[src/rtl/ctlreg_pkg.sv]
package ctlreg_pkg;
  localparam int unsigned CR_W   = 32;
  localparam int unsigned CR_N   = 16;
  localparam int unsigned IDX_W  = $clog2(CR_N);

  localparam int unsigned IX_STATUS  = 0;
  localparam int unsigned IX_ESTAT   = 1;
  localparam int unsigned IX_BSTAT   = 2;
  localparam int unsigned IX_IEN     = 3;
  localparam int unsigned IX_IPEND   = 4;
  localparam int unsigned IX_ID      = 5;
  localparam int unsigned IX_CAUSE   = 7;
  localparam int unsigned IX_PTADDR  = 8;
  localparam int unsigned IX_XLACC   = 9;
  localparam int unsigned IX_XLCTL   = 10;
  localparam int unsigned IX_FAULT   = 12;

  // status field masks
  localparam logic [CR_W-1:0] ST_GIE   = 32'h0000_0001;
  localparam logic [CR_W-1:0] ST_USER  = 32'h0000_0002;
  localparam logic [CR_W-1:0] ST_XEN   = 32'h0000_0004;
  localparam logic [CR_W-1:0] ST_HNMI  = 32'h0000_0008;
  localparam logic [CR_W-1:0] ST_HLVL  = 32'h0000_03F0;
  localparam logic [CR_W-1:0] ST_CSET  = 32'h0000_FC00;
  localparam logic [CR_W-1:0] ST_PSET  = 32'h003F_0000;
  localparam logic [CR_W-1:0] ST_NMIF  = 32'h0040_0000;
  localparam logic [CR_W-1:0] ST_SETIE = 32'h0080_0000;

  localparam logic [CR_W-1:0] ALL1 = '1;

  function automatic logic [CR_W-1:0] wr_mask(int unsigned idx, bit ext_irq, bit vmem);
    logic [CR_W-1:0] m;
    m = '0;
    case (idx)
      IX_STATUS: begin
        m = ST_GIE;
        if (ext_irq) m = m | ST_SETIE | ST_PSET | ST_HLVL | ST_HNMI;
        if (vmem)    m = m | ST_USER | ST_XEN;
      end
      IX_ESTAT, IX_BSTAT, IX_FAULT: m = ALL1;
      IX_IEN:    m = ext_irq ? '0 : ALL1;
      IX_PTADDR: m = vmem ? 32'hFFFF_FFFC : '0;
      IX_XLACC:  m = vmem ? ALL1 : '0;
      IX_XLCTL:  m = vmem ? 32'h00FF_FFF0 : '0;
      default:   m = '0;
    endcase
    return m;
  endfunction

  function automatic logic [CR_W-1:0] ro_mask(int unsigned idx, bit ext_irq, bit vmem);
    logic [CR_W-1:0] m;
    m = '0;
    case (idx)
      IX_STATUS: m = ext_irq ? (ST_NMIF | ST_CSET) : ST_SETIE;
      IX_ID, IX_CAUSE: m = ALL1;
      IX_IPEND:  m = ext_irq ? '0 : ALL1;
      IX_XLCTL:  m = vmem ? 32'h0000_000F : '0;
      default:   m = '0;
    endcase
    return m;
  endfunction

  function automatic logic [CR_W-1:0] rst_value(int unsigned idx, logic [CR_W-1:0] core_id);
    logic [CR_W-1:0] v;
    v = '0;
    if (idx == IX_STATUS) v = ST_SETIE;
    if (idx == IX_ID)     v = core_id;
    return v;
  endfunction
endpackage

[src/rtl/ctlreg_rst_sync.sv]
module ctlreg_rst_sync #(
  parameter int unsigned STAGES = 2
) (
  input  logic clk,
  input  logic rst_n,
  output logic rst_sync_n
);
  logic [STAGES-1:0] sync_q;
  logic [STAGES-1:0] sync_d;

  always_comb begin
    sync_d = {sync_q[STAGES-2:0], 1'b1};
  end

  always_ff @(posedge clk or negedge rst_n) begin
    if (!rst_n) sync_q <= '0;
    else        sync_q <= sync_d;
  end

  assign rst_sync_n = sync_q[STAGES-1];
endmodule

[src/rtl/ctlreg_merge.sv]
module ctlreg_merge
  import ctlreg_pkg::*;
#(
  parameter logic [CR_W-1:0] WMASK  = '0,
  parameter logic [CR_W-1:0] RMASK  = '0,
  parameter logic [CR_W-1:0] RSTVAL = '0,
  parameter bit              HW_LD  = 1'b0
) (
  input  logic            clk,
  input  logic            rst_n,
  input  logic            we,
  input  logic [CR_W-1:0] wdata,
  input  logic [CR_W-1:0] hw_data,
  output logic [CR_W-1:0] q
);
  localparam logic [CR_W-1:0] KEEP = WMASK | RMASK;

  logic [CR_W-1:0] q_r;
  logic [CR_W-1:0] q_nxt;
  logic            q_en;

  always_comb begin
    q_en  = we | HW_LD;
    q_nxt = q_r;
    if (HW_LD)   q_nxt = hw_data & RMASK;
    else if (we) q_nxt = (wdata & WMASK) | (q_r & RMASK);
  end

  always_ff @(posedge clk or negedge rst_n) begin
    if (!rst_n)    q_r <= RSTVAL & KEEP;
    else if (q_en) q_r <= q_nxt;
  end

  assign q = q_r & KEEP;
endmodule

[src/rtl/ctlreg_irqgen.sv]
module ctlreg_irqgen
  import ctlreg_pkg::*;
#(
  parameter bit EXT_IRQ = 1'b0
) (
  input  logic            gie,
  input  logic [CR_W-1:0] pend,
  input  logic [CR_W-1:0] enab,
  output logic            req
);
  logic live;

  always_comb begin
    live = |(pend & enab);
    req  = !EXT_IRQ && gie && live;
  end
endmodule

[src/rtl/ctlreg_bank.sv]
module ctlreg_bank
  import ctlreg_pkg::*;
#(
  parameter bit               EXT_IRQ = 1'b0,
  parameter bit               HAS_MMU = 1'b1,
  parameter logic [CR_W-1:0]  CORE_ID = '0
) (
  input  logic             clk,
  input  logic             rst_n,
  input  logic             wr_en_i,
  input  logic [IDX_W-1:0] idx_i,
  input  logic [CR_W-1:0]  wdata_i,
  output logic [CR_W-1:0]  rdata_o,
  input  logic [CR_W-1:0]  irq_lines_i,
  output logic             irq_req_o
);
  logic                       rst_sync_n;
  logic [CR_N-1:0][CR_W-1:0]  reg_q;
  logic [CR_N-1:0]            reg_we;

  ctlreg_rst_sync #(.STAGES(2)) u_rsync (
    .clk        (clk),
    .rst_n      (rst_n),
    .rst_sync_n (rst_sync_n)
  );

  always_comb begin
    reg_we = '0;
    reg_we[idx_i] = wr_en_i;
  end

  for (genvar gi = 0; gi < CR_N; gi++) begin : g_reg
    ctlreg_merge #(
      .WMASK  (wr_mask(gi, EXT_IRQ, HAS_MMU)),
      .RMASK  (ro_mask(gi, EXT_IRQ, HAS_MMU)),
      .RSTVAL (rst_value(gi, CORE_ID)),
      .HW_LD  (gi == IX_IPEND)
    ) u_reg (
      .clk     (clk),
      .rst_n   (rst_sync_n),
      .we      (reg_we[gi]),
      .wdata   (wdata_i),
      .hw_data (irq_lines_i),
      .q       (reg_q[gi])
    );
  end

  assign rdata_o = reg_q[idx_i];

  ctlreg_irqgen #(.EXT_IRQ(EXT_IRQ)) u_irq (
    .gie  (reg_q[IX_STATUS][0]),
    .pend (reg_q[IX_IPEND]),
    .enab (reg_q[IX_IEN]),
    .req  (irq_req_o)
  );
endmodule

[config.mk]
export PLATFORM = sky130hd
export DESIGN_NAME = ctlreg_bank
export DESIGN_NICKNAME = d
export VERILOG_FILES = /design/src/rtl/ctlreg_pkg.sv /design/src/rtl/ctlreg_rst_sync.sv /design/src/rtl/ctlreg_merge.sv /design/src/rtl/ctlreg_irqgen.sv /design/src/rtl/ctlreg_bank.sv
export SDC_FILE = /design/constraint.sdc
export NUM_CORES = 1
export LEC_CHECK = 0
export BUFFER_PORTS_ARGS = -buffer_cell sky130_fd_sc_hd__buf_2
export CAP_MARGIN = 20
export CELL_PAD_IN_SITES_DETAIL_PLACEMENT = 1
export CELL_PAD_IN_SITES_GLOBAL_PLACEMENT = 2
export CORE_ASPECT_RATIO = 1.75
export CORE_MARGIN = 1.5
export CORE_UTILIZATION = 45
export CTS_CLUSTER_DIAMETER = 30
export DETAILED_ROUTE_END_ITERATION = 12
export GPL_TIMING_DRIVEN = 0
export PLACE_DENSITY = 0.81
export SYNTH_ARGS = -nofsm -noshare
export SYNTH_HDL_FRONTEND = slang
export SYNTH_SLANG_ARGS = --single-unit
[constraint.sdc]
create_clock -name clk -period 16.2 [get_ports clk]
set_input_delay 1.62 -clock clk [delete_from_list [all_inputs] [get_ports clk]]
set_output_delay 1.62 -clock clk [all_outputs]
set_load 0.02 [all_outputs]
Word-level counts from Yosys, hierarchy flattened
Cells that the tools add are included.

Order comparisons: 2. Mux-type cells: 4. Bitwise logic cells: 4. Reduce and logical (&&, ||, !) cells: 3.

Operators with widths (count): binary-select mux 32 bit (select 4 bit) (1); bitwise AND 32 bit (1); 2-to-1 mux 32 bit (1); OR reduction 32 bit (1); OR 24 x 4 -> 24 bit (1); OR 3 x 24 -> 24 bit (1); bitwise AND 13 bit (1); less-than comparator 4 x 5 -> 1 bit, second input constant (1); demux 1 bit (select 4 bit) (1); greater-or-equal comparator 4 x 1 -> 1 bit, second input constant (1); logical AND 1 bit (2); 2-to-1 mux 1 bit (1).

Bits in registers: 272. Bits of input ports: 71. Output and inout bits: 33. Logic and storage cells: 23.

Longest topological paths before layout
Gate-level depths: netlist of run 1.

Depth after elaboration: 5. Mapped depth: 8. Depth with buffers taken out: 4.

Modules after synthesis
From an unflattened synthesis of run 1, not the netlist that was laid out.

Cell total of the unflattened synthesis: 1081. Area, all modules: 15801.4 µm².

Modules (own cells, without submodules): ctlreg_merge at g_reg[12].u_reg ... (instances 5, cells an instance 68, area each 1345.0 µm², sequential area each 800.8 µm²); ctlreg_bank (instances 1, cells an instance 296, area each 3847.4 µm², sequential area each 0.0 µm²); ctlreg_merge at g_reg[11].u_reg ... (instances 7, cells an instance 33, area each 244.0 µm², sequential area each 0.0 µm²); ctlreg_merge at g_reg[8].u_reg (instances 1, cells an instance 66, area each 1253.7 µm², sequential area each 750.7 µm²); ctlreg_merge at g_reg[10].u_reg (instances 1, cells an instance 55, area each 917.1 µm², sequential area each 500.5 µm²); ctlreg_merge at g_reg[4].u_reg (instances 1, cells an instance 32, area each 800.8 µm², sequential area each 800.8 µm²); ctlreg_merge at g_reg[0].u_reg (instances 1, cells an instance 37, area each 334.1 µm², sequential area each 75.1 µm²); ctlreg_irqgen (instances 1, cells an instance 21, area each 161.4 µm², sequential area each 0.0 µm²); ctlreg_rst_sync (instances 1, cells an instance 3, area each 53.8 µm², sequential area each 50.0 µm²).

Worst setup path after synthesis of run 1
Ideal clock, no wire load.

Kind: input to output. Start point: in idx_i[0]. End point: out rdata_o[26]. Data arrival time: 2.905 ns. Data required time: 14.580 ns. Path slack: 11.675 ns. Stages on the path: 6. Buffers on the path: 3. Cell sequence: buf_4 > nor2b_1 > buf_2 > clkbuf_1 > a22oi_1 > o21ai_0.

Cells in the longest elaborated chain, start to end: 2.

Ends and longest elaborated chain: start, declared (RTL line ctlreg_bank.sv:11) `input logic [IDX_W-1:0] idx_i,`; binary-select mux 32 bit (select 4 bit) (RTL line ctlreg_bank.sv:48) `assign rdata_o = reg_q[idx_i];`; 2-to-1 mux 32 bit (not written as such) (RTL line ctlreg_bank.sv:48); end, declared (RTL line ctlreg_bank.sv:13) `output logic [CR_W-1:0] rdata_o,`.

No other way between the ends. The select of a mux whose other input is x is not followed.

Final worst setup path of run 1
Start point: in idx_i[3]. End point: out rdata_o[20].

The elaborated chain is that of the path after synthesis.

==> run_results.csv, run 1 <==
group,metric,value,unit
synthesis,synth_top_cell_by_area,"dfrtp_1",
clock_tree,cts_max_level,2,
hold_path,min_from,"u_rsync.sync_q[0]$_DFF_PN0_",
placed_design,port_buffers,100,
die,die_h,212.7,um
grt,grt.overflow.total,0,
pwr,vdd_drop_max,91.42,uV
route,drt-wirelength-per-cell,27.63,um
die,die_w,122.8,um
clock_tree,ctsHoldBuffers,0,
route,highest_layer,"met4",
grt,grt_max_degree,68,
die,initial_core_util,0.4591,
sta,rsz0062_at_grt,"no",
grt,antenna_found_initial,0,
sta,finalSetupViolCount,0,
pwr,sw_frac_of_total,0.2697,
cells_and_area,final_nets,1041,
route,drcViolationCount,0,
sta,setup_slack,10.73,ns
synthesis,post-synth-top-count-cell,"dfrtp_1",
critical_path,crit_required,14.58,ns
clock_tree,cts.sink_count,247,
sta,slew_violations,0,
cells_and_area,fillers,2460,
synthesis,ys.flop_type,"dfrtp_1",
critical_path,setup.worst_path.start,"idx_i[3]",
status,status,"finished, final reports clean",
sta,fmax,182.9,MHz
synthesis,synth.area.top_cells,"dfrtp_1, mux2_1, mux2_2",
grt,grt_pass1_vias,8626,
sta,skew,0.01419,ns
hold_path,hp-class,"reg -> reg",
placed_design,place_ws,10.72,ns
route,via_per_inst,5.871,
clock_tree,ctsResizeCount,0,
clock_tree,root_buffer,"clkbuf_16",
route,routed_wl,36220,um
pwr,p_sw,526.1,uW
route,dr.pass1.iters,4,
synthesis,yosysWarnings,0,
pwr,combPwrFrac,0.148,
route,dr_wl_met2,18990,um
route,detail-route-antenna-nets,0,
clock_tree,clk_latency,0.53,ns
critical_path,critical_path.endpoint_type,"primary output",
grt,grt_usage,0.2912,
synthesis,async_reset_ff_frac,1.000,
critical_path,r2r_cells,3,
synthesis,ys_seq_area_frac,0.5467,
die,core_area,24630,sq um
cells_and_area,drive_gt1_frac,0.3113,
die,dieArea,26120,sq um
pwr,powerDensity,143.5,nW/um^2
sta,setup_tns,0,ns
synthesis,synth_edf_count,0,
synthesis,ys_types,49,
run,maxCapViolCount,0,
synthesis,syn_avg_cell_area,13.70,sq um
clock_tree,path_clk_slew,0.05,ns
synthesis,synth_seq_cells,247,
sta,fin_hold_ws,0.3520,ns
critical_path,r2r_end,"g_reg[4].u_reg.q[27]$_DFF_PN0_",
sta,fin_crit_sh,0.3376,
route,drtIter0Drc,406,
critical_path,crit_end,"rdata_o[20]",
synthesis,yosys.area.top_type_share,0.5467,
sta,worst_pin_slew,1.028,ns
placed_design,gp_congestion,0.8392,
grt,grt_pass1_wl,54520,um
clock_tree,cts_buffers,40,
route,vias,7697,
clock_tree,cts_tree,"yes",
die,boundaryPins,104,
clock_tree,postCtsSetupRepairBufs,0,
placed_design,dp_hpwl,24520,um
sta,max_slew_margin,0.3147,
critical_path,cp.arrival,3.85,ns
critical_path,start_kind,"input pin",
pwr,p_seq_frac,0.425,
cells_and_area,utilization,0.5519,
placed_design,dpl_cell_area,12280,sq um
critical_path,setup.worst_path.class,"in -> out",
pwr,p_clk_frac,0.427,
critical_path,r2r_setup_slack,14.27,ns
clock_tree,cts_max_path_buffers,3,
route,met3_length,1421,um
sta,period_needed,5.469,ns
route,m1WireLength,13940,um
cells_and_area,n_antenna_cell,0,
sta,final-hold-violation-count,0,
synthesis,syn_inst,825,
pwr,internal-power,1.424,mW
cells_and_area,finalInstanceArea,13590,sq um
critical_path,r2r_start,"u_rsync.sync_q[1]$_DFF_PN0_",
critical_path,critPathMaxFanout,10,
cells_and_area,area_growth_syn_to_layout,20.23,%
synthesis,netlist_area,11310,sq um
synthesis,synthTopCellsByCount,"dfrtp_1, mux2_1, mux2_2, nand2_1, a22oi_1",
synthesis,synthesis.nets,896,
die,fp-row-count,76,
pwr,p_leak,6.331,nW
-- cell type report --
| cell class | instances | area (sq um) | share of cell area |
|---|---|---|---|
| Multi-Input combinational cell | 516 | 4735 | 0.3483 |
| Buffer | 61 | 386.6 | 0.02844 |
| Clock inverter | 24 | 231.5 | 0.01703 |
| Clock buffer | 47 | 1079 | 0.07934 |
| Sequential cell | 247 | 6185 | 0.4550 |
| Inverter | 1 | 3.754 | 0.0002761 |
| Timing Repair Buffer | 103 | 583.1 | 0.04289 |
| Tap cell | 312 | 390.4 | 0.02872 |
-- logic make-up after synthesis --
| group | synth area share |
|---|---|
| AOI/OAI and AO/OA | 0.08676 |
| other | 0.0003317 |
| muxes | 0.2859 |
| buffers and inverters | 0.03453 |
| DFF | 0.5467 |
| and+or+nand+nor | 0.04582 |
-- state kept, by name, summed over array words and instances (netlist names) --
name            cells
g.u_reg.q_r        53
g.u_reg.q         192
u_rsync.sync_q      2
-- metrics by stage --
step / cells / power (mW)
final: 1311 / 1.950
after global routing: 1311 / 2.030
after CTS: 1311 / 1.966
after detailed placement: 1240 / 1.125
after global placement: 1237 / 1.106
after floorplan: 825 / 1.016
-- worst min-delay path by stage --
stage          cells after the start  slack (ns)                          end
6_report                           0        0.35  u_rsync.sync_q[1]$_DFF_PN0_
5_1_grt                            0        0.36  u_rsync.sync_q[1]$_DFF_PN0_
4_1_cts                            0        0.36  u_rsync.sync_q[1]$_DFF_PN0_
3_5_place_dp                       0        0.34  u_rsync.sync_q[1]$_DFF_PN0_
3_3_place_gp                       0        0.34  u_rsync.sync_q[1]$_DFF_PN0_
2_1_floorplan                      0        0.33  u_rsync.sync_q[1]$_DFF_PN0_
-- power by group through the flow --
| stage | clock network, mW | registers, mW | logic, mW |
|---|---|---|---|
| final | 0.833 | 0.828 | 0.289 |
| after detailed placement | 0 | 0.835 | 0.290 |
| after global routing | 0.871 | 0.843 | 0.316 |
| after floorplan | 0 | 0.811 | 0.205 |
| after global placement | 0 | 0.838 | 0.268 |
| after CTS | 0.846 | 0.827 | 0.293 |
-- metal layers --
layer / vias to the layer above / global-route usage
met2: 220 / 0.5121
met3: 114 / 0.03900
met4: 0 / 0.1520
met1: 4024 / 0.3412
met5: - / 0
li1: 3339 / -
-- layout by cell type, fill, tap and decap left out, types with 5 or more instances in the layout --
cell type	count
a221o_1	7
buf_2	130
o21ai_0	9
buf_1	5
o22ai_1	16
mux2_2	48
o22a_1	13
mux2_1	161
a22oi_1	46
clkbuf_1	10
nor2_1	5
clkinv_2	9
or2_1	10
mux2_4	30
buf_6	13
a21oi_1	17
nor2b_1	6
clkbuf_16	41
buf_4	6
nand2_1	47
dfrtp_1	246
a22o_1	8
nand3_1	8
mux2i_1	36
clkinvlp_4	7
clkinv_4	5
-- critical path, cell delays in order --
cell and delay, ns:
buf_2 0.24, buf_2 0.38, buf_2 0.41, clkbuf_1 0.67, o22a_1 0.33, buf_2 0.19
Note: power is estimated with default switching activity, not from simulation.
==> inputs of run 2 (changes only) <==
--- a/config.mk
+++ b/config.mk
@@ -5,17 +5,18 @@
 export SDC_FILE = /design/constraint.sdc
 export NUM_CORES = 1
 export LEC_CHECK = 0
+export ABC_AREA = 1
 export BUFFER_PORTS_ARGS = -buffer_cell sky130_fd_sc_hd__buf_2
 export CAP_MARGIN = 20
 export CELL_PAD_IN_SITES_DETAIL_PLACEMENT = 1
 export CELL_PAD_IN_SITES_GLOBAL_PLACEMENT = 2
 export CORE_ASPECT_RATIO = 1.75
 export CORE_MARGIN = 1.5
-export CORE_UTILIZATION = 45
+export CORE_UTILIZATION = 32
 export CTS_CLUSTER_DIAMETER = 30
 export DETAILED_ROUTE_END_ITERATION = 12
 export GPL_TIMING_DRIVEN = 0
-export PLACE_DENSITY = 0.81
+export PLACE_DENSITY = 0.72
 export SYNTH_ARGS = -nofsm -noshare
 export SYNTH_HDL_FRONTEND = slang
 export SYNTH_SLANG_ARGS = --single-unit
==> constraint.sdc (replaced) <==
create_clock -name clk -period 4.4 [get_ports clk]
set_input_delay 0.44 -clock clk [delete_from_list [all_inputs] [get_ports clk]]
set_output_delay 0.44 -clock clk [all_outputs]
set_load 0.02 [all_outputs]
==> run_results.csv, run 2 <==
group,metric,value,unit
clock_tree,cts_buffers,47,
die,core_area,33030,sq um
grt,antenna_found_initial,0,
pwr,powerDensity,543.3,nW/um^2
sta,rsz0062_at_grt,"no",
grt,grt_pass1_vias,10530,
clock_tree,path_clk_slew,0.04,ns
sta,final-hold-violation-count,0,
cells_and_area,area_growth_syn_to_layout,27.06,%
sta,fin_crit_sh,0.6790,
critical_path,cp.arrival,2.55,ns
synthesis,yosysWarnings,0,
die,boundaryPins,104,
sta,period_needed,2.988,ns
critical_path,cp_slowest_stage_delay,0.83,ns
synthesis,ys_seq_area_frac,0.5764,
die,fp-row-count,88,
critical_path,start_kind,"input pin",
sta,setup_slack,1.412,ns
die,die_h,245.2,um
cells_and_area,layout_common_cells,"nand2_1, dfrtp_1, o21ai_0",
pwr,finalPower,7.402,mW
cells_and_area,drive_gt1_frac,0.1526,
sta,finalSetupViolCount,0,
route,detail-route-antenna-nets,0,
grt,grt_usage,0.2593,
cells_and_area,n_antenna_cell,0,
critical_path,critPathMaxFanout,10,
sta,skew,0.02139,ns
die,dieArea,34660,sq um
pwr,p_leak,6.741,nW
status,status,"finished, final reports clean",
cells_and_area,final_common_cell,"nand2_1",
synthesis,ys.flop_type,"dfrtp_1",
route,dr.pass1.iters,4,
route,drt-wirelength-per-cell,22.77,um
cells_and_area,largest_reg_flops,192,
critical_path,cpMaxStageDelayCell,"nor2_1",
route,drtIter0Drc,485,
placed_design,gp_congestion,0.8147,
grt,grt_max_degree,68,
critical_path,setup.worst_path.class,"in -> out",
grt,grt.overflow.total,0,
clock_tree,clk_latency,0.55,ns
synthesis,synth.area.top_cells,"dfrtp_1, nand2_1, o21ai_0",
critical_path,cp_common_cell,"buf_2",
synthesis,synthTopCellsByCount,"nand2_1, dfrtp_1, o21ai_0, nand3_1, inv_1",
critical_path,crit_chain,"buf_2, inv_1, buf_2, nand2_1, nor2_1, nand2_1, o21ai_0, inv_1, nand4_1, buf_2",
clock_tree,cts.sink_count,247,
placed_design,place_ws,1.458,ns
clock_tree,cts_tree,"yes",
synthesis,post-synth-top-count-cell,"nand2_1",
synthesis,synth_seq_cells,247,
critical_path,crit_required,3.96,ns
route,routed_wl,43540,um
synthesis,netlist_area,10720,sq um
sta,slew_violations,0,
clock_tree,root_buffer,"clkbuf_16",
sta,worst_pin_slew,1.064,ns
run,maxCapViolCount,0,
synthesis,synthesis.nets,1366,
cells_and_area,final_nets,1547,
clock_tree,cts_max_level,2,
synthesis,yosys.area.top_type_share,0.5764,
route,via_per_inst,5.073,
synthesis,async_reset_ff_frac,1.000,
route,drcViolationCount,0,
sta,max_slew_margin,0.2883,
route,vias,9699,
hold_path,hp-class,"in -> reg",
synthesis,syn_avg_cell_area,8.280,sq um
pwr,vdd_drop_max,258.5,uV
synthesis,synth_edf_count,0,
placed_design,port_buffers,103,
grt,grt_pass1_wl,65630,um
placed_design,dp_hpwl,29880,um
synthesis,synth_top_cell_by_area,"dfrtp_1",
sta,fmax,334.7,MHz
clock_tree,cts_max_path_buffers,3,
critical_path,critical_path.endpoint_type,"primary output",
die,die_w,141.4,um
cells_and_area,utilization,0.4125,
die,initial_core_util,0.3246,
synthesis,syn_inst,1295,
synthesis,ys_types,25,
run 2: cells by family (layout without fill, tap and decap cells):
family | Yosys count | count (layout) | share of synthesized area
AOI/OAI and AO/OA | 260 | 260 | 0.1251
and+or+nand+nor | 654 | 654 | 0.2469
buffers and inverters | 133 | 345 | 0.05122
DFF | 247 | 247 | 0.5764
other | 1 | 1 | 0.0003497
run 2: path summary, 6_finish.rpt:
check	from	end	slack [ns]	depth (start not counted)
max reg2reg	u_rsync.sync_q[1]$_DFF_PN0_	g_reg[3].u_reg.q[27]$_DFFE_PN0P_	3.03	1
min in group asynchronous	rst_n	u_rsync.sync_q[1]$_DFF_PN0_	0.21	2
min	irq_lines_i[27]	g_reg[4].u_reg.q[27]$_DFF_PN0_	0.01	1
min reg2reg	u_rsync.sync_q[0]$_DFF_PN0_	u_rsync.sync_q[1]$_DFF_PN0_	0.35	0
max in group asynchronous	u_rsync.sync_q[1]$_DFF_PN0_	g_reg[3].u_reg.q[27]$_DFFE_PN0P_	3.03	1
max	idx_i[3]	rdata_o[11]	1.41	10
run 2: worst max-delay path, delay by kind of cell:
kind / cells / cell delay, ns
AO/OA/AOI/OAI: 1 / 0.12
buffers and inverters: 5 / 0.79
AND/OR/NAND/NOR: 4 / 1.20
run 2: timing repair:
action / 4_1_cts / 5_1_grt
hold buffers: 26 / 0
setup endpoints to repair: 0 / 0
hold endpoints to repair: 27 / 0
buffers inserted: 0 / 0
gates resized for setup: 0 / 0
run 2: layout make-up:
class,instances,area (sq um)
fill,3956,19410
tap,405,506.7
inverter,63,236.5
timing repair buffer,132,858.3
multi-input combinational,915,3993
clock buffer,59,1301
clock inverter,21,231.5
sequential,247,6185
buffer,70,312.8
run 2: routing by layer:
layer,up-vias,track usage,part of all wire
met1,4843,0.2965,0.39
met2,226,0.4733,0.53
met3,92,0.04370,0.040
met4,0,0.1082,0.042
met5,-,0,0
li1,4538,-,-
run 2: report_power, final:
| group | switching (mW) | internal, mW | total, mW |
|---|---|---|---|
| logic | 0.583 | 0.343 | 0.926 |
| clock network | 1.21 | 2.30 | 3.52 |
| registers | 0.257 | 2.70 | 2.96 |
run 2: stage by stage:
step | hold slack, ns | setup TNS [ns] | instance area [sq um] | instances
after floorplan | 0.1444 | 0 | 10720 | 1295
after global placement | 0.2270 | -370.54 | 11750 | 1803
after detailed placement | 0.2293 | 0 | 11830 | 1806
after CTS | 0.0002232 | 0 | 13620 | 1912
after global routing | 0.005631 | 0 | 13620 | 1912
final | 0.01261 | 0 | 13620 | 1912
==> inputs of run 3 (changes only) <==
--- a/config.mk
+++ b/config.mk
@@ -12,11 +12,11 @@
 export CELL_PAD_IN_SITES_GLOBAL_PLACEMENT = 2
 export CORE_ASPECT_RATIO = 1.75
 export CORE_MARGIN = 1.5
-export CORE_UTILIZATION = 32
+export CORE_UTILIZATION = 36
 export CTS_CLUSTER_DIAMETER = 30
 export DETAILED_ROUTE_END_ITERATION = 12
 export GPL_TIMING_DRIVEN = 0
-export PLACE_DENSITY = 0.72
+export PLACE_DENSITY = 0.77
 export SYNTH_ARGS = -nofsm -noshare
 export SYNTH_HDL_FRONTEND = slang
 export SYNTH_SLANG_ARGS = --single-unit
==> constraint.sdc (replaced) <==
create_clock -name clk -period 3.1 [get_ports clk]
set_input_delay 0.31 -clock clk [delete_from_list [all_inputs] [get_ports clk]]
set_output_delay 0.31 -clock clk [all_outputs]
set_load 0.02 [all_outputs]
==> run_results.csv, run 3 (synthesis results as in run 2) <==
group,metric,value,unit
sta,slew_violations,0,
hold_path,hp-class,"in -> reg",
clock_tree,cts.sink_count,247,
cells_and_area,final_common_cell,"nand2_1",
die,die_h,231.3,um
sta,finalSetupViolCount,0,
cells_and_area,stdcell_count,1914,
hold_path,min_from,"wdata_i[22]",
pwr,powerDensity,772.0,nW/um^2
critical_path,cp.arrival,2.30,ns
placed_design,place_inst,1784,
cells_and_area,final_nets,1566,
placed_design,dpl_cell_area,11820,sq um
cells_and_area,n_antenna_cell,0,
clock_tree,root_buffer,"clkbuf_16",
pwr,finalPower,10.69,mW
clock_tree,cts_max_path_buffers,3,
placed_design,gp_congestion,0.8315,
route,dr.pass1.iters,5,
sta,period_needed,2.610,ns
critical_path,critPathMaxFanout,10,
status,status,"finished, final reports clean",
pwr,p_leak,6.849,nW
route,dr_wl_met2,22570,um
clock_tree,cts_tree,"yes",
sta,fin_crit_sh,0.8418,
placed_design,dp_hpwl,29150,um
route,met3_length,1608,um
critical_path,setup.worst_path.start,"idx_i[3]",
pwr,vdd_drop_max,484.3,uV
sta,final-hold-violation-count,0,
cells_and_area,layout_common_cells,"nand2_1, dfrtp_1, o21ai_0",
critical_path,crit_required,2.79,ns
grt,grt_pass1_vias,10728,
route,vias,9853,
grt,grt.overflow.total,0,
critical_path,start_kind,"input pin",
grt,antenna_found_initial,1,
critical_path,crit_chain,"buf_2, inv_1, buf_2, nand2_1, nor2_1, nand2_1, o21ai_0, inv_1, nand4_1, buf_2",
route,m1WireLength,16840,um
route,detail-route-antenna-nets,0,
grt,grt_pass1_wl,64980,um
critical_path,cp_common_cell,"buf_2",
sta,fmax,383.2,MHz
die,fp-row-count,83,
route,via_per_inst,5.148,
route,routed_wl,42550,um
clock_tree,cts_buffers,48,
clock_tree,path_clk_slew,0.05,ns
cells_and_area,finalInstanceArea,13850,sq um
placed_design,port_buffers,103,
route,drcViolationCount,0,
die,initial_core_util,0.3661,
grt,grt_max_degree,69,
critical_path,cp_slowest_stage_delay,0.76,ns
cells_and_area,drive_gt1_frac,0.1488,
placed_design,place_ws,0.5127,ns
clock_tree,postCtsSetupRepairBufs,0,
critical_path,setup.worst_path.class,"in -> out",
cells_and_area,largest_reg_flops,192,
grt,grt_usage,0.2862,
route,drtIter0Drc,554,
die,core_area,29290,sq um
sta,rsz0062_at_grt,"no",
cells_and_area,fillers,3499,
run,maxCapViolCount,0,
sta,skew,0.02091,ns
clock_tree,cts_max_level,2,
critical_path,r2r_start,"u_rsync.sync_q[1]$_DFF_PN0_",
sta,setup_slack,0.4903,ns
die,dieArea,30870,sq um
critical_path,critical_path.endpoint_type,"primary output",
die,boundaryPins,104,
route,drt-wirelength-per-cell,22.23,um
route,highest_layer,"met5",
sta,worst_pin_slew,0.9690,ns
die,die_w,133.5,um
sta,max_slew_margin,0.3516,
clock_tree,clk_latency,0.55,ns
cells_and_area,area_growth_syn_to_layout,29.14,%
critical_path,cpMaxStageDelayCell,"nor2_1",
==> run 3: what timing repair did <==
item | 4_1_cts | 5_1_grt
gates resized for setup | 0 | 0
hold buffers | 43 | 0
endpoints found under the hold margin | 44 | 0
==> run 3: critical path, delay by kind of cell <==
family / cells / cell delay, ns
buffers and inverters: 5 / 0.77
AOI/OAI and AO/OA: 1 / 0.12
and+or+nand+nor: 4 / 1.09
==> run 3: layout make-up <==
| class | count | area, sq um | area share |
|---|---|---|---|
| Sequential cell | 247 | 6185 | 0.4466 |
| Multi-Input combinational cell | 915 | 3993 | 0.2883 |
| Clock buffer | 69 | 1361 | 0.09831 |
| Timing Repair Buffer | 150 | 1049 | 0.07572 |
| Tap cell | 382 | 478.0 | 0.03452 |
| Buffer | 70 | 312.8 | 0.02259 |
| Inverter | 63 | 236.5 | 0.01708 |
| Clock inverter | 18 | 232.7 | 0.01681 |
==> run 3: worst paths after layout <==
check | slack (ns) | to | cells past startpoint
setup / recovery | 0.49 | rdata_o[11] | 10
hold / removal | 0.03 | g_reg[10].u_reg.q_r[22]$_DFFE_PN0P_ | 3
setup reg to reg | 2.09 | g_reg[9].u_reg.q[28]$_DFFE_PN0P_ | 1
hold reg to reg | 0.28 | g_reg[10].u_reg.q_r[6]$_DFFE_PN0P_ | 0
max in group asynchronous | 2.09 | g_reg[9].u_reg.q[28]$_DFFE_PN0P_ | 1
min in group asynchronous | 0.07 | u_rsync.sync_q[1]$_DFF_PN0_ | 2
==> run 3: power breakdown <==
part           switching [mW]  leakage, nW  internal (mW)  total (mW)
registers               0.355         3.08           3.83        4.19
logic                   0.835         3.00          0.503        1.34
clock network            1.72        0.771           3.44        5.16
==> run 3: stage by stage <==
| step | hold slack (ns) | setup TNS (ns) | util |
|---|---|---|---|
| floorplan | 0.01441 | 0 | - |
| global placement | 0.09534 | -102.04 | 0.4002 |
| detailed placement | 0.1006 | 0 | 0.4037 |
| CTS | 0.01865 | 0 | 0.4728 |
| global route | 0.02945 | 0 | 0.4728 |
| finish | 0.02651 | 0 | 0.4728 |
==> run 3: routing by layer <==
layer,up-vias,track usage
met5,-,0
met4,2,0.1104
met3,94,0.04003
met2,235,0.5293
met1,4932,0.3313
li1,4590,-
